===== config.mk =====
export PLATFORM = sky130hd
export DESIGN_NAME = rtc_time_seq
export DESIGN_NICKNAME = d
export VERILOG_FILES = /design/src/rtl/rtc_seq_pkg.sv /design/src/rtl/rtc_seq_data.sv /design/src/rtl/rtc_seq_ctrl.sv /design/src/rtl/rtc_time_seq.sv
export SDC_FILE = /design/constraint.sdc
export NUM_CORES = 1
export LEC_CHECK = 0
export CORE_ASPECT_RATIO = 1.1
export CORE_MARGIN = 2
export CORE_UTILIZATION = 58
export CTS_CLUSTER_SIZE = 25
export DETAILED_ROUTE_END_ITERATION = 10
export DONT_BUFFER_PORTS = 1
export PLACE_DENSITY_LB_ADDON = 0.05
export SKIP_LAST_GASP = 1
export SYNTH_ARGS = -nofsm -noshare
export SYNTH_HDL_FRONTEND = slang
export SYNTH_SLANG_ARGS = --single-unit

===== constraint.sdc =====
create_clock -name clk -period 2.3 [get_ports clk]
set_input_delay 0.115 -clock clk [delete_from_list [all_inputs] [get_ports clk]]
set_output_delay 0.115 -clock clk [all_outputs]
set_load 0.1 [all_outputs]

===== src/rtl/rtc_seq_pkg.sv =====
package rtc_seq_pkg;
  localparam int NIB_W      = 4;
  localparam int BYTE_W     = 2 * NIB_W;
  localparam int ADDR_W     = 4;
  localparam int NUM_FIELDS = 7;                      // six two-digit fields + weekday
  localparam int NUM_STEPS  = 2 * (NUM_FIELDS - 1) + 1;
  localparam int FIELD_W    = $clog2(NUM_FIELDS);
  localparam int STEP_W     = $clog2(NUM_STEPS);

  localparam logic [ADDR_W-1:0] ADDR_CTRL = 4'hE;
  localparam logic [ADDR_W-1:0] ADDR_IRQ  = 4'h7;
  localparam logic [NIB_W-1:0]  CTRL_24H  = 4'h4;
  localparam logic [NIB_W-1:0]  CTRL_ADJ  = 4'h7;
  localparam logic [NIB_W-1:0]  IRQ_OFF   = 4'h0;

  typedef enum logic [1:0] {
    OP_NONE  = 2'b00,
    OP_READ  = 2'b01,
    OP_SET   = 2'b10,
    OP_CHECK = 2'b11
  } opcode_e;

  // strobes from control to datapath
  typedef struct packed {
    logic loadHost;
    logic loadDefault;
    logic capNib;
    logic stepInc;
    logic stepClr;
  } dp_strobe_t;

  // even (units) address of each field; weekday last
  function automatic logic [ADDR_W-1:0] fieldBase(input logic [FIELD_W-1:0] f);
    case (f)
      3'd0:    fieldBase = 4'h0;
      3'd1:    fieldBase = 4'h2;
      3'd2:    fieldBase = 4'h4;
      3'd3:    fieldBase = 4'h8;
      3'd4:    fieldBase = 4'hA;
      3'd5:    fieldBase = 4'hC;
      default: fieldBase = 4'h6;
    endcase
  endfunction

  // default time loaded after an oscillator stop
  function automatic logic [BYTE_W-1:0] defaultByte(input int f);
    defaultByte = (f == 3 || f == 4) ? 8'h01 : 8'h00;
  endfunction
endpackage


===== src/rtl/rtc_seq_data.sv =====
module rtc_seq_data
  import rtc_seq_pkg::*;
(
  input  logic                           clk,
  input  logic                           rstN,
  input  dp_strobe_t                     strobe,
  input  logic [NUM_FIELDS-2:0][BYTE_W-1:0] hostBytes,
  input  logic [NIB_W-1:0]               hostWday,
  input  logic [NIB_W-1:0]               rdNib,
  output logic [NUM_FIELDS-2:0][BYTE_W-1:0] timeBytes,
  output logic [NIB_W-1:0]               timeWday,
  output logic [ADDR_W-1:0]              stepAddr,
  output logic [NIB_W-1:0]               stepWrNib,
  output logic                           lastStep
);
  localparam int WDAY_IDX = NUM_FIELDS - 1;

  logic [STEP_W-1:0]  stepIdx;
  logic [FIELD_W-1:0] curField;
  logic               curHi;
  logic               isWday;
  logic [BYTE_W-1:0]  fieldQ [NUM_FIELDS-1];
  logic [NIB_W-1:0]   wdayQ;

  assign isWday   = (stepIdx == STEP_W'(NUM_STEPS - 1));
  assign curField = isWday ? FIELD_W'(WDAY_IDX) : FIELD_W'(stepIdx >> 1);
  assign curHi    = !isWday && stepIdx[0];
  assign stepAddr = fieldBase(curField) | ADDR_W'(curHi);
  assign lastStep = isWday;

  always_ff @(posedge clk or negedge rstN) begin
    if (!rstN)                stepIdx <= '0;
    else if (strobe.stepClr)  stepIdx <= '0;
    else if (strobe.stepInc && !isWday) stepIdx <= stepIdx + 1'b1;
  end

  for (genvar f = 0; f < NUM_FIELDS - 1; f++) begin : g_field
    always_ff @(posedge clk or negedge rstN) begin
      if (!rstN)                   fieldQ[f] <= '0;
      else if (strobe.loadDefault) fieldQ[f] <= defaultByte(f);
      else if (strobe.loadHost)    fieldQ[f] <= hostBytes[f];
      else if (strobe.capNib && curField == FIELD_W'(f)) begin
        if (curHi) fieldQ[f][BYTE_W-1:NIB_W] <= rdNib;
        else       fieldQ[f][NIB_W-1:0]      <= rdNib;
      end
    end
    assign timeBytes[f] = fieldQ[f];
  end

  always_ff @(posedge clk or negedge rstN) begin
    if (!rstN)                   wdayQ <= '0;
    else if (strobe.loadDefault) wdayQ <= '0;
    else if (strobe.loadHost)    wdayQ <= hostWday;
    else if (strobe.capNib && isWday) wdayQ <= rdNib;
  end
  assign timeWday = wdayQ;

  always_comb begin
    if (isWday)     stepWrNib = wdayQ;
    else if (curHi) stepWrNib = fieldQ[curField][BYTE_W-1:NIB_W];
    else            stepWrNib = fieldQ[curField][NIB_W-1:0];
  end

  // the step index never runs past the weekday access
  assert_step_bound_R6: assert property (@(posedge clk) disable iff (!rstN)
    stepIdx < STEP_W'(NUM_STEPS));
  // host load and nibble capture never collide
  assert_load_excl_R7: assert property (@(posedge clk) disable iff (!rstN)
    !(strobe.loadHost && strobe.capNib));
endmodule


===== src/rtl/rtc_seq_ctrl.sv =====
module rtc_seq_ctrl
  import rtc_seq_pkg::*;
#(
  parameter int CE_GAP      = 175,
  parameter int RETRY_LIMIT = 64
) (
  input  logic              clk,
  input  logic              rstN,
  input  logic              start,
  input  logic [1:0]        opcode,
  input  logic              regAck,
  input  logic              busyBit,
  input  logic              stopBit,
  input  logic [ADDR_W-1:0] stepAddr,
  input  logic [NIB_W-1:0]  stepWrNib,
  input  logic              lastStep,
  output logic              ceOut,
  output logic              regReq,
  output logic              regWrite,
  output logic [ADDR_W-1:0] regAddr,
  output logic [NIB_W-1:0]  regWrData,
  output logic              done,
  output logic              invalidTime,
  output logic              timeoutErr,
  output dp_strobe_t        strobe
);
  localparam int GAP_W   = $clog2(CE_GAP + 1);
  localparam int RETRY_W = $clog2(RETRY_LIMIT + 1);

  typedef enum logic [3:0] {
    S_IDLE, S_CTL_WR, S_CTL_RD, S_RETRY_GAP, S_XFER, S_END_GAP,
    S_CHK_RD, S_CHK_INT, S_CHK_CTL, S_CHK_POLL
  } state_e;

  state_e             state;
  logic               pending;
  logic               opSet;
  logic [GAP_W-1:0]   gapCnt;
  logic [RETRY_W-1:0] retryCnt;
  logic               accessState;
  logic               ackSeen;
  logic               startOk;
  logic               gapDone;
  logic               retryLast;

  assign accessState = (state == S_CTL_WR) || (state == S_CTL_RD) || (state == S_XFER) ||
                       (state == S_CHK_RD) || (state == S_CHK_INT) ||
                       (state == S_CHK_CTL) || (state == S_CHK_POLL);
  assign regReq    = accessState && !pending;
  assign ackSeen   = regAck && pending;
  assign startOk   = (state == S_IDLE) && start && (opcode != OP_NONE);
  assign gapDone   = (gapCnt == GAP_W'(CE_GAP - 1));
  assign retryLast = (retryCnt == RETRY_W'(RETRY_LIMIT - 1));

  always_comb begin
    regWrite  = 1'b0;
    regAddr   = ADDR_CTRL;
    regWrData = '0;
    case (state)
      S_CTL_WR:  begin regWrite = 1'b1; regWrData = CTRL_24H; end
      S_XFER:    begin regWrite = opSet; regAddr = stepAddr; regWrData = stepWrNib; end
      S_CHK_INT: begin regWrite = 1'b1; regAddr = ADDR_IRQ; regWrData = IRQ_OFF; end
      S_CHK_CTL: begin regWrite = 1'b1; regWrData = CTRL_ADJ; end
      default:   ;
    endcase
  end

  always_comb begin
    strobe             = '0;
    strobe.loadHost    = startOk && (opcode == OP_SET);
    strobe.loadDefault = (state == S_CHK_POLL) && ackSeen && !busyBit;
    strobe.stepClr     = (state == S_IDLE);
    strobe.stepInc     = (state == S_XFER) && ackSeen;
    strobe.capNib      = (state == S_XFER) && ackSeen && !opSet;
  end

  always_ff @(posedge clk or negedge rstN) begin
    if (!rstN) begin
      state       <= S_IDLE;
      pending     <= 1'b0;
      opSet       <= 1'b0;
      gapCnt      <= '0;
      retryCnt    <= '0;
      ceOut       <= 1'b0;
      done        <= 1'b0;
      invalidTime <= 1'b0;
      timeoutErr  <= 1'b0;
    end else begin
      done <= 1'b0;
      if (regReq)  pending <= 1'b1;
      if (ackSeen) pending <= 1'b0;
      case (state)
        S_IDLE: if (startOk) begin
          timeoutErr  <= 1'b0;
          invalidTime <= 1'b0;
          retryCnt    <= '0;
          ceOut       <= 1'b1;
          opSet       <= (opcode == OP_SET);
          state       <= (opcode == OP_CHECK) ? S_CHK_RD : S_CTL_WR;
        end
        S_CTL_WR: if (ackSeen) state <= S_CTL_RD;
        S_CTL_RD: if (ackSeen) begin
          if (busyBit) begin
            ceOut  <= 1'b0;
            gapCnt <= '0;
            if (retryLast) begin
              timeoutErr <= 1'b1;
              state      <= S_END_GAP;
            end else begin
              retryCnt <= retryCnt + 1'b1;
              state    <= S_RETRY_GAP;
            end
          end else begin
            state <= S_XFER;
          end
        end
        S_RETRY_GAP: begin
          if (gapDone) begin
            ceOut <= 1'b1;
            state <= S_CTL_WR;
          end else gapCnt <= gapCnt + 1'b1;
        end
        S_XFER: if (ackSeen && lastStep) begin
          ceOut  <= 1'b0;
          gapCnt <= '0;
          state  <= S_END_GAP;
        end
        S_END_GAP: begin
          if (gapDone) begin
            done  <= 1'b1;
            state <= S_IDLE;
          end else gapCnt <= gapCnt + 1'b1;
        end
        S_CHK_RD: if (ackSeen) begin
          if (stopBit) state <= S_CHK_INT;
          else begin
            ceOut  <= 1'b0;
            gapCnt <= '0;
            state  <= S_END_GAP;
          end
        end
        S_CHK_INT: if (ackSeen) state <= S_CHK_CTL;
        S_CHK_CTL: if (ackSeen) state <= S_CHK_POLL;
        S_CHK_POLL: if (ackSeen) begin
          if (busyBit) begin
            if (retryLast) begin
              timeoutErr <= 1'b1;
              ceOut      <= 1'b0;
              gapCnt     <= '0;
              state      <= S_END_GAP;
            end else retryCnt <= retryCnt + 1'b1;
          end else begin
            invalidTime <= 1'b1;
            opSet       <= 1'b1;
            retryCnt    <= '0;
            state       <= S_CTL_WR;
          end
        end
        default: state <= S_IDLE;
      endcase
    end
  end

  // requests only with chip enable high, one cycle wide
  assert_req_ce_R11: assert property (@(posedge clk) disable iff (!rstN)
    regReq |-> ceOut);
  assert_req_pulse_R11: assert property (@(posedge clk) disable iff (!rstN)
    regReq |=> !regReq);
  // done is a single pulse with chip enable low
  assert_done_pulse_R8: assert property (@(posedge clk) disable iff (!rstN)
    done |=> !done);
  assert_done_ce_R8: assert property (@(posedge clk) disable iff (!rstN)
    done |-> !ceOut);
  // retry counter bounded, timeout leaves chip enable low
  assert_retry_bound_R5: assert property (@(posedge clk) disable iff (!rstN)
    retryCnt < RETRY_W'(RETRY_LIMIT));
  assert_timeout_ce_R5: assert property (@(posedge clk) disable iff (!rstN)
    $rose(timeoutErr) |-> !ceOut);
  // chip enable only rises from idle or after a retry gap
  assert_ce_rise_R4: assert property (@(posedge clk) disable iff (!rstN)
    $rose(ceOut) |-> ($past(state) == S_IDLE || $past(state) == S_RETRY_GAP));
endmodule


===== src/rtl/rtc_time_seq.sv =====
module rtc_time_seq
  import rtc_seq_pkg::*;
#(
  parameter int CE_GAP      = 175,
  parameter int RETRY_LIMIT = 64
) (
  input  logic       clk,
  input  logic       rstN,
  input  logic       start,
  input  logic [1:0] opcode,
  input  logic [7:0] secIn,
  input  logic [7:0] minIn,
  input  logic [7:0] hourIn,
  input  logic [7:0] dayIn,
  input  logic [7:0] monIn,
  input  logic [7:0] yearIn,
  input  logic [3:0] wdayIn,
  output logic [7:0] secOut,
  output logic [7:0] minOut,
  output logic [7:0] hourOut,
  output logic [7:0] dayOut,
  output logic [7:0] monOut,
  output logic [7:0] yearOut,
  output logic [3:0] wdayOut,
  output logic       done,
  output logic       invalidTime,
  output logic       timeoutErr,
  output logic       ceOut,
  output logic       regReq,
  output logic       regWrite,
  output logic [3:0] regAddr,
  output logic [3:0] regWrData,
  input  logic       regAck,
  input  logic [3:0] regRdData
);
  dp_strobe_t                        strobe;
  logic [NUM_FIELDS-2:0][BYTE_W-1:0] hostBytes;
  logic [NUM_FIELDS-2:0][BYTE_W-1:0] timeBytes;
  logic [ADDR_W-1:0]                 stepAddr;
  logic [NIB_W-1:0]                  stepWrNib;
  logic                              lastStep;

  assign hostBytes = {yearIn, monIn, dayIn, hourIn, minIn, secIn};
  assign {yearOut, monOut, dayOut, hourOut, minOut, secOut} = timeBytes;

  rtc_seq_ctrl #(.CE_GAP(CE_GAP), .RETRY_LIMIT(RETRY_LIMIT)) uCtrl (
    .clk, .rstN, .start, .opcode, .regAck,
    .busyBit(regRdData[0]), .stopBit(regRdData[1]),
    .stepAddr, .stepWrNib, .lastStep,
    .ceOut, .regReq, .regWrite, .regAddr, .regWrData,
    .done, .invalidTime, .timeoutErr, .strobe
  );

  rtc_seq_data uData (
    .clk, .rstN, .strobe, .hostBytes, .hostWday(wdayIn), .rdNib(regRdData),
    .timeBytes, .timeWday(wdayOut), .stepAddr, .stepWrNib, .lastStep
  );
endmodule


# After elaboration in Yosys (flattened, before gate mapping)

Index checks and enable logic that the tools add are counted.

Flip-flop bits (word level): 81
Latch bits: 0
Bits in writable memories: 0
ROM bits: 0
Input port bits: 62
Output and inout bits: 66
Memories: 0

Add/subtract/negate cells: 3
$mul: 0
Divide/modulo/power cells: 0
Order comparisons: 1
Equal/unequal tests: 40
Shifts and indexed selects: 0
Multiplexer cells: 94
Bitwise logic cells: 2
Reductions and logical operators: 68

Operators with widths:

| kind                                                                  | count |
|---|---|
| 8-bit 2-to-1 mux                                                      | 29 |
| 4-bit 2-to-1 mux                                                      | 21 |
| 7-bit 2-to-1 mux                                                      | 6 |
| 4-bit case mux with 10 select lines                                   | 1 |
| 8-bit case mux with 5 select lines                                    | 1 |
| 3-bit nonzero test                                                    | 9 |
| 2-bit by 1-bit != test with 1-bit output, second input constant       | 13 |
| 8-bit binary-select mux with 3-bit select                             | 1 |
| 4-bit case mux with 6 select lines                                    | 1 |
| 2-bit AND reduction                                                   | 12 |
| 11-bit AND reduction                                                  | 2 |
| 1-bit 2-to-1 mux                                                      | 21 |
| 7-bit case mux with 3 select lines                                    | 1 |
| 1-bit logical AND                                                     | 19 |
| 4-bit by 3-bit equality test with 1-bit output, second input constant | 4 |
| 4-bit equality test, second input constant                            | 3 |
| 3-bit 2-to-1 mux                                                      | 4 |
| 2-bit != test, second input constant                                  | 6 |
| 4-bit case mux with 3 select lines                                    | 1 |
| 10-bit AND reduction                                                  | 1 |
| 5-bit AND reduction                                                   | 2 |
| 2-bit nonzero test                                                    | 5 |
| 8-bit by 1-bit adder with 8-bit output, second input constant         | 1 |
| 4-bit by 2-bit equality test with 1-bit output, second input constant | 2 |
| other kinds (27)                                                      | 42 |

# Logic depth before layout (Yosys ltp)

Gate-level depths: netlist of run 1.

Word-level depth: 10
Mapped depth: 9
Mapped depth without buffers: 8

# Cells and area by module

From an unflattened synthesis of run 1, not the netlist that was laid out.

Cells, all modules: 567
Area, all modules: 5132.4 sq um

By module, submodules not included:

| module       | times used | cells an instance | area each (sq um) | seq. area each (sq um) |
|---|---|---|---|---|
| rtc_seq_data | 1          | 351               | 3324.4            | 1401.3 |
| rtc_seq_ctrl | 1          | 216               | 1808.0            | 625.6 |

# Least setup slack after synthesis of run 1

No wires, ideal clock.

Kind: reg2reg
Start point: reg uCtrl.state[1]
End point: reg uCtrl.pending
Setup time: 0.093 ns
Arrival time: 5.928 ns
Setup slack: -3.722 ns
Stages on the path, launching flop included: 7
Path buffers: 2
Path through: dfrtp_1 -> buf_4 -> clkbuf_1 -> nand2_1 -> a21oi_1 -> a2111oi_0 -> a21o_1

Longest elaborated chain between the ends: 9
Elaborated cells on any way between the ends: 15
Classes of those cells: eq/ne: 7; reduce/logical: 8

Ends and longest elaborated chain:

| element                                                                                                                 | line               | source |
|---|---|---|
| from (decl)                                                                                                             | rtc_seq_ctrl.sv:35 | `state_e state;` |
| from (signal assigned)                                                                                                  | rtc_seq_ctrl.sv:99 | `state <= (opcode == OP_CHECK) ? S_CHK_RD : S_CTL_WR;` |
| 4-bit by 1-bit equality test with 1-bit output / 4-bit by 2-bit equality test with 1-bit output (equally long branches) | rtc_seq_ctrl.sv:46 | `assign accessState = (state == S_CTL_WR) \|\| (state == S_CTL_RD) \|\| (state == S_XFER) \|\|` |
| 1-bit logical OR (3 in a row)                                                                                           | rtc_seq_ctrl.sv:46 |  |
| 1-bit logical OR (2 in a row)                                                                                           | rtc_seq_ctrl.sv:47 | `(state == S_CHK_RD) \|\| (state == S_CHK_INT) \|\|` |
| 1-bit logical OR (*)                                                                                                    | rtc_seq_ctrl.sv:48 | `(state == S_CHK_CTL) \|\| (state == S_CHK_POLL);` |
| 1-bit logical AND (*)                                                                                                   | rtc_seq_ctrl.sv:49 | `assign regReq = accessState && !pending;` |
| net regReq                                                                                                              | rtc_time_seq.sv:29 | `output logic regReq,` |
| 2-bit nonzero test (no line) (*)                                                                                        | -                  |  |
| to (signal assigned)                                                                                                    | rtc_seq_ctrl.sv:80 | `pending <= 1'b0;` |
| to (signal assigned)                                                                                                    | rtc_seq_ctrl.sv:90 | `if (regReq) pending <= 1'b1;` |
| to (signal assigned)                                                                                                    | rtc_seq_ctrl.sv:91 | `if (ackSeen) pending <= 1'b0;` |
| to (decl)                                                                                                               | rtc_seq_ctrl.sv:36 | `logic pending;` |

The timed path passes the listed nets; every way through them passes the cells marked *.
A chain may end at the register's enable or synchronous reset.

# Worst setup path in the final report of run 1

Start point: reg uData.stepIdx[1]
End point: out regWrData[0]

Longest elaborated chain between the ends: 9
Elaborated cells on any way between the ends: 11
Classes of those cells: eq/ne: 1; mux: 7; bitwise: 1; reduce/logical: 2

Ends and longest elaborated chain:

| element                                                | line                                   | source |
|---|---|---|
| from (decl)                                            | rtc_seq_data.sv:18                     | `logic [STEP_W-1:0] stepIdx;` |
| from (signal assigned)                                 | rtc_seq_data.sv:34                     | `else if (strobe.stepInc && !isWday) stepIdx <= stepIdx + 1'b1;` |
| 4-bit equality test                                    | rtc_seq_data.sv:25                     | `assign isWday = (stepIdx == STEP_W'(NUM_STEPS - 1));` |
| 3-bit 2-to-1 mux                                       | rtc_seq_data.sv:26                     | `assign curField = isWday ? FIELD_W'(WDAY_IDX) : FIELD_W'(stepIdx >> 1);` |
| 3-bit inverter with 4-bit output (implied by the code) | rtc_seq_data.sv:60, rtc_seq_data.sv:61 |  |
| 8-bit binary-select mux with 3-bit select              | rtc_seq_data.sv:60, rtc_seq_data.sv:61 |  |
| 8-bit 2-to-1 mux (implied by the code) (2 in a row)    | rtc_seq_data.sv:60                     | `else if (curHi) stepWrNib = fieldQ[curField][BYTE_W-1:NIB_W];` |
| 4-bit 2-to-1 mux                                       | rtc_seq_data.sv:60                     |  |
| 4-bit 2-to-1 mux (*)                                   | rtc_seq_data.sv:59                     | `if (isWday) stepWrNib = wdayQ;` |
| 4-bit case mux with 3 select lines (*)                 | rtc_seq_ctrl.sv:59                     | `case (state)` |
| to (decl)                                              | rtc_time_seq.sv:32                     | `output logic [3:0] regWrData,` |

Mark *: on every way between the ends. The rest lies on a longest branch, timed or not. The select of a mux whose other input is x is not followed.

==> key figures, run 1 <==
Status
  • Failing checks: negative setup slack
  • Outcome: finished, violations left

Place
  • Gpl congestion: 0.988
  • Setup slack after placement: 40.9 ps
  • Post-detailed-placement half-perimeter wirelength: 10800 µm
  • Cell Area, Placed: 6070 µm²
  • Buffers on Ports: 0

Finish
  • Fillcell total: 571
  • Net total in the final layout: 720
  • Count of inserted antenna diode cells: 0
  • Share of the core filled with cells: 79.6%
  • Area Growth Syn to Fin: 33.5%
  • Fraction of layout instances using a drive strength above 1: 34.5%
  • Total area of sequential cells: 2030 µm²
  • Multi-input gate area: 2990 µm²
  • Final Cell Area: 6700 µm²

Logic synthesis
  • Fraction of the yosys area taken by sequential cells: 40.4%
  • Ys async rst share: 100%
  • Most common cell in the synthesized netlist: nand2_1
  • Mean instance size in the synthesized netlist: 9.19 µm²
  • Largest area contributor in the netlist: dfrtp_1
  • Number of nets in the synthesized netlist: 613
  • Number of enable-type register cells in the synthesized netlist: 0
  • Post-synth design cell area: 5020 µm²
  • Synth top area share: 40.4%
  • Mapped Cells: 546
  • Leading cell types by count after synthesis: 82 x nand2_1, 81 x dfrtp_1, 71 x a21oi_1
  • Number of warning messages in the yosys log: 0
  • Top cells by area, synth: dfrtp_1 40%, mux2_2 7.4%, a21oi_1 7.1%, nand2_1 6.1%, mux4_2 4.5%
  • Number of synthesized register bits: 81
  • Primary FF master, synth: dfrtp_1
  • Distinct cell type count of the synthesized netlist: 68

Clock tree
  • Num Clock Sinks: 81
  • H-tree lvl count: 3
  • CTS tree: done
  • Maximum buffer depth of the clock tree: 2
  • Clk pin slew, worst setup/hold paths: 90 ps
  • Number of buffers created by CTS: 9
  • CTS Root Buffer Type: clkbuf_8
  • Source-to-sink clock delay at the later pin of the worst-skew pair: 370 ps

Routing
  • Drt wl/cell: 20.8 µm
  • DRC violation count after routing: 0
  • Number of violations reported at the end of detailed-routing iteration 0: 355
  • Detailed Route WL: 16000 µm
  • Via total after detailed routing: 4846
  • Number of nets with antenna violations after detailed routing: 0
  • Iteration count of the initial detailed-routing pass: 5
  • Via density per instance: 6.30

Timing
  • Setup TNS Final: -376 ps
  • Headroom to the max-slew limit: 39.3%
  • Top achievable clock speed: 0.396 GHz
  • Endpoints failing setup: 4
  • Fin crit share: 110%
  • Final Hold Viols: 0
  • Unrepaired setup endpoints after global routing: true
  • Final setup margin: -223 ps
  • Final setup skew: 12.0 ps
  • Final min period: 2520 ps
  • Final Max Slew Viols: 0
  • Slew @ Worst Pin: 910 ps

GRT
  • Global-route met1 utilization: 41.9%
  • Global-route congestion overflow total: 0
  • Most congested layer reported by global routing: met2
  • Fraction of met3 tracks used by global routing: 9.08%
  • GR Util met2: 58.7%
  • Global routing usage summed across all routing layers: 34.0%
  • Maximum number of pins on one net before global-route repair: 82
  • Global-route wire length before repair: 24600 µm
  • Number of antenna violations at the first check in global routing: 0
  • Number of global-route vias before repair: 4785

Critical path
  • Peak fanout along the critical path: 4
  • Buf/Inv on CP: 2
  • Cell count along the critical path: 7
  • Startpoint kind of the worst setup timing path: flip-flop
  • Crit-path max cell delay: 520 ps
  • Cell family contributing the most delay on the critical path: multiplexers
  • Critical Setup Path Class: reg -> out
  • Required time of the critical path: 2180 ps
  • Worst EP arrival: 2410 ps
  • Worst R2R Path Depth: 6
  • Critical path, cell by cell: buf_6 > mux4_2 > mux2i_2 > nor2_2 > a221oi_2 > o21ai_4 > buf_12
  • Worst path slowest cell: mux4_2
  • Crit end category: primary output

Flow run
  • Maxcap violations: 0

Worst hold path
  • HP Class: in -> reg
  • Hold depth: 3

Die
  • # IOs: 128
  • Area of the die: 9410 µm²
  • Starting utilization of the core area: 59.7%
  • Number of standard-cell rows in the floorplan: 35
  • Core area: 8410 µm²
  • Die H: 102 µm
  • Die boundary width: 92.7 µm
[state kept, by name, summed over array words and instances (netlist names), 4 cells and up]
signal,cells
uData.timeWday,4
uCtrl.state,4
uCtrl.gapCnt,8
uData.timeBytes,48
uCtrl.retryCnt,7
uData.stepIdx,4
[cells by family (layout without fill, tap and decap cells)]
family | after synthesis | in the layout | share of synthesized area, %
AO/OA/AOI/OAI | 160 | 160 | 20.1
XOR/XNOR | 7 | 7 | 1.22
adder cells (fa/ha/maj) | 5 | 5 | 1.25
buffers and inverters | 44 | 156 | 4.02
flip-flops | 81 | 81 | 40.4
multiplexers | 50 | 50 | 13.3
AND/OR/NAND/NOR | 199 | 199 | 19.7
[through the flow]
step | instances | hold slack, ps
2_1_floorplan | 546 | -181
5_1_grt | 769 | 16.7
3_5_place_dp | 730 | -179
6_report | 769 | 17.5
3_3_place_gp | 730 | -179
4_1_cts | 768 | 6.44
[timing repair]
item | in CTS | in global routing
endpoints found under the hold margin | 97 | 0
setup buffers | 4 | 1
hold buffers | 18 | 0
pin swaps | 0 | 4
resized for setup | 5 | 32
setup endpoints to repair | 4 | 36
[metal layers]
layer / up-vias / share of wire [%]
met3: 40 / 9.3
met1: 2349 / 37
met5: - / 0
met2: 251 / 51
met4: 0 / 2.4
li1: 2206 / -
[layout make-up]
class	instances	share of cell area [%]
sequential	81	30.3
clock buffer	9	1.85
timing repair buffer	133	19.3
clock inverter	7	1.49
inverter	7	0.392
tap	111	2.07
multi-input combinational	421	44.6
[path summary, 6_finish.rpt]
check | startpoint | endpoint | slack [ps]
worst max-delay path | uData.stepIdx[1]$_DFFE_PN0P_ | regWrData[0] | -220
worst min register to register | uCtrl.gapCnt[3]$_DFFE_PN0P_ | uCtrl.gapCnt[3]$_DFFE_PN0P_ | 490
max in group asynchronous | rstN | uData.stepIdx[3]$_DFFE_PN0P_ | 1620
min in group asynchronous | rstN | uCtrl.timeoutErr$_DFFE_PN0P_ | 350
worst min-delay path | dayIn[5] | uData.timeBytes[29]$_DFFE_PN0P_ | 20
worst max register to register | uCtrl.state[3]$_DFFE_PN0P_ | uData.timeBytes[42]$_DFFE_PN0P_ | 30
[tightest hold or removal path, stage by stage]
cell and delay [ps]:
nand2_1 30, a211oi_1 60, a21o_1 140
[cell usage in the layout (no fill, tap or decap), drive strengths merged, types with 3 or more instances in the layout]
cell,Yosys,routed
a211oi,12,12
clkbuf,21,9
nand3,10,10
xor2,5,5
nand2,84,84
nor2b,6,6
dfrtp,81,81
or3,9,9
a31oi,9,9
nor2,45,45
a221oi,3,3
mux2i,7,7
dlygate4sd3,0,17
nand4,3,3
o31ai,6,6
mux2,33,33
buf,16,116
nor4,3,3
inv,7,10
and3,5,5
ha,5,5
a21o,10,10
o21ai,30,30
a21oi,72,72
nand2b,5,5
mux4,10,10
nand4b,3,3
nor3,12,12
Power of run 1 is left out: the tool's default activity adds up to more than one toggle a clock period on the data nets, which glitch-free logic cannot reach.
==> run 2: changes to the inputs <==
--- a/config.mk
+++ b/config.mk
@@ -7,7 +7,7 @@
 export LEC_CHECK = 0
 export CORE_ASPECT_RATIO = 1.1
 export CORE_MARGIN = 2
-export CORE_UTILIZATION = 58
+export CORE_UTILIZATION = 54
 export CTS_CLUSTER_SIZE = 25
 export DETAILED_ROUTE_END_ITERATION = 10
 export DONT_BUFFER_PORTS = 1
==> key figures, run 2 (synthesis gave the netlist of run 1 again) <==
Status
  • Outcome: finished, violations left
  • Failing checks: negative setup slack

GRT
  • Number of global-route vias before repair: 4805 (+0.42%)
  • Global-route wire length before repair: 25000 µm (+1.5%)
  • Global routing usage summed across all routing layers: 32.6% (-1.4 points)
  • Maximum number of pins on one net before global-route repair: 82 (unchanged)
  • Number of antenna violations at the first check in global routing: 0 (unchanged)
  • Global-route congestion overflow total: 0 (unchanged)

Critical path
  • Crit-path max cell delay: 510 ps (about the same)
  • Cell occurring most often along the worst timing path: buf_12
  • Required time of the critical path: 2180 ps (about the same)
  • Crit end category: primary output
  • Cell family contributing the most delay on the critical path: multiplexers
  • Startpoint kind of the worst setup timing path: flip-flop
  • Worst path slowest cell: mux4_2
  • Critical Setup Path Class: reg -> out
  • Critical path, cell by cell: buf_12 > mux4_2 > mux2i_2 > nor2_2 > a221oi_2 > o21ai_4 > buf_12
  • Buf/Inv on CP: 2 (unchanged)
  • Peak fanout along the critical path: 5 (+1)
  • Worst EP arrival: 2260 ps (-150 ps)

Timing
  • Top achievable clock speed: 0.420 GHz (+6.1%)
  • Headroom to the max-slew limit: 40.5% (+1.1 points)
  • Final Max Slew Viols: 0 (unchanged)
  • Final setup margin: -78.4 ps (+144 ps)
  • Slew @ Worst Pin: 893 ps (-16.7 ps)
  • Unrepaired setup endpoints after global routing: true
  • Fin crit share: 103% (-6.3 points)
  • Final min period: 2380 ps (-144 ps)
  • Final setup skew: 6.45 ps (-5.60 ps)
  • Setup TNS Final: -122 ps (+254 ps)
  • Final Hold Viols: 0 (unchanged)
  • Final hold slack: 24.3 ps (+6.72 ps)
  • Endpoints failing setup: 4 (unchanged)

Routing
  • Number of violations reported at the end of detailed-routing iteration 0: 292 (-18%)
  • Via total after detailed routing: 4915 (+1.4%)
  • Detailed Route WL: 16300 µm (+1.9%)
  • Drt wl/cell: 20.6 µm (-0.85%)
  • DRC violation count after routing: 0 (unchanged)
  • Iteration count of the initial detailed-routing pass: 5 (unchanged)
  • Via density per instance: 6.22 (-1.3%)
  • Number of nets with antenna violations after detailed routing: 0 (unchanged)

Finish
  • Fraction of layout instances using a drive strength above 1: 36.5% (+2.0 points)
  • Share of the core filled with cells: 77.4% (-2.3 points)
  • Commonest non-fill, non-tap cells in the layout: 109 x buf_4, 82 x nand2_1, 79 x dfrtp_1
  • Fillcell total: 612 (+7.2%)
  • Net total in the final layout: 739 (+2.6%)
  • Final Cell Area: 6940 µm² (+3.6%)
  • Count of inserted antenna diode cells: 0 (unchanged)
  • Largest register FFs: 48 (unchanged)
  • Total area of sequential cells: 2030 µm² (unchanged)
  • Multi-input gate area: 3050 µm² (+2.1%)
  • Leading cell type in the layout, fill and taps excluded: buf_4
  • Area Growth Syn to Fin: 38.3%

Clock tree
  • Clk pin slew, worst setup/hold paths: 80 ps (about the same)
  • CTS Root Buffer Type: clkbuf_8
  • Maximum buffer depth of the clock tree: 2 (unchanged)
  • H-tree lvl count: 3 (unchanged)
  • Number of buffers created by CTS: 9 (unchanged)
  • Num Clock Sinks: 81 (unchanged)
  • CTS tree: done
  • Source-to-sink clock delay at the later pin of the worst-skew pair: 360 ps (about the same)

Die
  • Die H: 105 µm (+3.5%)
  • Starting utilization of the core area: 56.0% (-3.7 points)
  • Area of the die: 10100 µm² (+7.1%)
  • Core area: 8960 µm² (+6.6%)
  • Die boundary width: 95.9 µm (+3.5%)
  • Number of standard-cell rows in the floorplan: 36 (+2.9%)
  • # IOs: 128 (unchanged)

Place
  • Gpl congestion: 0.895 (-9.4%)
  • Buffers on Ports: 0 (unchanged)
  • Post-detailed-placement half-perimeter wirelength: 11200 µm (+3.4%)
  • Cell Area, Placed: 6130 µm² (+0.93%)

Worst hold path
  • HP Class: in -> reg

Flow run
  • Maxcap violations: 0 (unchanged)
-- run 2: changes by cell type in the layout (fill, tap and decap cells not counted), sizes merged --
cell         before  now
buf             116  133
clkbuf            9   15
inv              10    7
clkinv            2    0
dlygate4sd3      17   16
nor2             45   46
-- run 2: per-stage QoR --
step / cells / setup WS, ps
2_1_floorplan: 546 / -474
3_3_place_gp: 740 / -2.20
3_5_place_dp: 740 / -23.7
4_1_cts: 780 / -72.0
5_1_grt: 790 / -139
6_report: 790 / -78.4
-- run 2: timing repair --
action,in CTS,in global routing
setup endpoints to repair,10,58
buffers inserted,7,8
resized for setup,15,36
cloned,2,2
pin swaps,5,18
hold endpoints to repair,95,1
hold buffers,16,1
-- run 2: path summary, 6_finish.rpt --
kind                                              start                         endpoint  slack (ps)  depth (start not counted)
setup / recovery           uData.stepIdx[1]$_DFFE_PN0P_                     regWrData[0]         -80                          7
hold / removal                                yearIn[6]  uData.timeBytes[46]$_DFFE_PN0P_          20                          3
setup reg to reg             uCtrl.state[0]$_DFFE_PN0P_  uData.timeBytes[15]$_DFFE_PN0P_          40                          7
hold reg to reg             uCtrl.gapCnt[3]$_DFFE_PN0P_      uCtrl.gapCnt[3]$_DFFE_PN0P_         500                          1
max in group asynchronous                          rstN       uCtrl.state[0]$_DFFE_PN0P_        1610                          2
min in group asynchronous                          rstN       uCtrl.state[1]$_DFFE_PN0P_         290                          2
-- run 2: cell type report --
| type | instances | area share, % |
|---|---|---|
| multi-input cells | 422 | 43.9 |
| flip-flops and latches | 81 | 29.3 |
| repair buffers | 151 | 21.1 |
| clock buffers | 13 | 2.44 |
| well taps | 114 | 2.06 |
| clock inverters | 2 | 0.866 |
| inverters | 7 | 0.379 |
-- run 2: per-layer routing --
| metal | GRT usage (%) | up-vias | routed length (µm) |
|---|---|---|---|
| met5 | 0 | - | 0 |
| met4 | 14.0 | 0 | 586 |
| met3 | 6.20 | 39 | 1130 |
| met2 | 54.0 | 214 | 8210 |
| met1 | 41.0 | 2429 | 6360 |
| li1 | - | 2233 | - |
-- run 2: worst register-to-register path: stages (launching register included) --
cell and delay, ps:
dfrtp_1 410, buf_6 140, nor4b_4 320, nand2_2 110, or3_4 430, o31ai_4 250
buf_4 190, mux2_4 310
Power of run 2 is left out for the same reason.
==> run 3: changes to the inputs <==
--- a/config.mk
+++ b/config.mk
@@ -11,6 +11,7 @@
 export CTS_CLUSTER_SIZE = 25
 export DETAILED_ROUTE_END_ITERATION = 10
 export DONT_BUFFER_PORTS = 1
+export GPL_TIMING_DRIVEN = 0
 export PLACE_DENSITY_LB_ADDON = 0.05
 export SKIP_LAST_GASP = 1
 export SYNTH_ARGS = -nofsm -noshare
==> key figures, run 3 (synthesis gave the netlist of run 1 again) <==
Die
  • Die boundary width: 95.9 µm (unchanged)
  • Core area: 8960 µm² (unchanged)
  • Starting utilization of the core area: 56.0% (unchanged)
  • Number of standard-cell rows in the floorplan: 36 (unchanged)
  • Die H: 105 µm (unchanged)
  • # IOs: 128 (unchanged)
  • Area of the die: 10100 µm² (unchanged)

Finish
  • Area Growth Syn to Fin: 40.8%
  • Commonest non-fill, non-tap cells in the layout: 74 x nand2_1, 53 x a21oi_1, 51 x buf_4
  • Fraction of layout instances using a drive strength above 1: 46.8% (+10 points)
  • Leading cell type in the layout, fill and taps excluded: nand2_1
  • Largest register FFs: 48 (unchanged)
  • Net total in the final layout: 699 (-5.4%)
  • Count of inserted antenna diode cells: 0 (unchanged)

GRT
  • Global routing usage summed across all routing layers: 35.6% (+3.0 points)
  • Number of antenna violations at the first check in global routing: 0 (unchanged)
  • Maximum number of pins on one net before global-route repair: 82 (unchanged)
  • Number of global-route vias before repair: 5077 (+5.7%)
  • Global-route congestion overflow total: 0 (unchanged)
  • Global-route wire length before repair: 27200 µm (+8.7%)

Critical path
  • Worst EP arrival: 2350 ps (+90 ps)
  • Setup slack of the worst register-to-register path: -90 ps (-130 ps)
  • Crit end category: primary output
  • Peak fanout along the critical path: 3 (-2)
  • Startpoint kind of the worst setup timing path: flip-flop
  • Critical Setup Path Class: reg -> out
  • Required time of the critical path: 2180 ps (about the same)

Place
  • Buffers on Ports: 0 (unchanged)
  • Post-detailed-placement half-perimeter wirelength: 11500 µm (+2.6%)
  • Setup slack after placement: -467 ps (-443 ps)
  • Gpl congestion: 0.953 (+6.5%)

Routing
  • Met3 WL: 1570 µm (+40%)
  • Number of nets with antenna violations after detailed routing: 0 (unchanged)
  • Iteration count of the initial detailed-routing pass: 6 (+1)
  • Uppermost metal layer occupied by signal nets: met4
  • Number of violations reported at the end of detailed-routing iteration 0: 451 (+54%)
  • Wire length on met1: 6800 µm (+6.8%)
  • Drt wl/cell: 24.3 µm (+18%)
  • DRC violation count after routing: 0 (unchanged)
  • Routed wire length on met2: 9100 µm (+11%)
  • Detailed Route WL: 18200 µm (+12%)
  • Via density per instance: 6.65 (+6.9%)
  • Via total after detailed routing: 4982 (+1.4%)

Clock tree
  • Maximum buffer depth of the clock tree: 2 (unchanged)
  • CTS Root Buffer Type: clkbuf_8
  • H-tree lvl count: 3 (unchanged)
  • Number of buffers created by CTS: 9 (unchanged)
  • CTS tree: done
  • Clk pin slew, worst setup/hold paths: 80 ps (about the same)
  • Source-to-sink clock delay at the later pin of the worst-skew pair: 370 ps (about the same)
  • Num Clock Sinks: 81 (unchanged)

Timing
  • Final min period: 2460 ps (+86.5 ps)
  • Setup TNS Final: -1950 ps (-1830 ps)
  • Unrepaired setup endpoints after global routing: true
  • Fin crit share: 107% (+3.8 points)
  • Top achievable clock speed: 0.406 GHz (-3.5%)
  • Final setup margin: -165 ps (-86.5 ps)
  • Slew @ Worst Pin: 1130 ps (+241 ps)
  • Final Max Slew Viols: 0 (unchanged)
  • Final Hold Viols: 0 (unchanged)
  • Endpoints failing setup: 38 (+34)
  • Headroom to the max-slew limit: 24.7% (-16 points)
  • Final setup skew: 11.9 ps (+5.47 ps)

Status
  • Outcome: finished, violations left
  • Failing checks: negative setup slack

Flow run
  • Maxcap violations: 0 (unchanged)

Worst hold path
  • HP Class: in -> reg
-- run 3: cell count changes in the layout (fill, tap and decap cells not counted), moves of 8 or more --
cell     before  now
buf_4       109   51
dfrtp_1      79   27
dfrtp_2       2   31
dfrtp_4       0   23
mux2_2       30    8
mux2_4        3   25
a21oi_1      70   53
a21oi_2       2   16
buf_12       13    2
nand2_1      82   74
-- run 3: per-stage QoR --
stage	hold slack, ps	util [%]	instances	area [µm²]
after floorplan	-181	-	546	5140
after global placement	-178	58.9	660	5280
after detailed placement	-178	59.6	663	5350
after CTS	11.9	74.1	728	6640
after global routing	28.4	78.8	749	7060
final	32.5	78.8	749	7060
-- run 3: layer usage --
metal  GRT usage (%)  vias to the layer above
li1                -                     2152
met1            42.7                     2462
met2            57.8                      302
met3            9.95                       66
met4            17.9                        0
met5               0                        -
-- run 3: final cells by class --
class                           count  area [µm²]
Tap cell                          114         143
Sequential cell                    81        2150
Inverter                            7        30.0
Timing Repair Buffer               78         764
Clock buffer                       11         141
Clock inverter                      3        42.5
Multi-Input combinational cell    421        3440
Fill cell                         560        1900
Buffer                             34         350
-- run 3: path summary, 6_finish.rpt --
| kind | startpoint | endpoint | depth (start not counted) |
|---|---|---|---|
| setup / recovery | uData.timeBytes[12]$_DFFE_PN0P_ | regWrData[0] | 5 |
| hold / removal | yearIn[7] | uData.timeBytes[47]$_DFFE_PN0P_ | 3 |
| setup reg to reg | uCtrl.state[2]$_DFFE_PN0P_ | uData.timeBytes[12]$_DFFE_PN0P_ | 11 |
| hold reg to reg | uCtrl.gapCnt[3]$_DFFE_PN0P_ | uCtrl.gapCnt[3]$_DFFE_PN0P_ | 1 |
| max in group asynchronous | rstN | uData.timeBytes[23]$_DFFE_PN0P_ | 2 |
| min in group asynchronous | rstN | uCtrl.gapCnt[4]$_DFFE_PN0P_ | 2 |
-- run 3: repair_timing --
| action | CTS | global route |
|---|---|---|
| buffers inserted | 36 | 21 |
| hold buffers | 17 | 0 |
| pin swaps | 21 | 29 |
| gates cloned | 2 | 0 |
| endpoints found under the hold margin | 96 | 0 |
| gates resized for setup | 187 | 77 |
| setup endpoints to repair | 75 | 65 |
-- run 3: worst max-delay path, cell delays in order, from the launching register on --
cell and delay, ps:
dfrtp_4 630, mux4_2 570, mux2i_4 210, nor2_2 50
a221oi_2 250, o21ai_4 260
Power of run 3 is left out for the same reason.
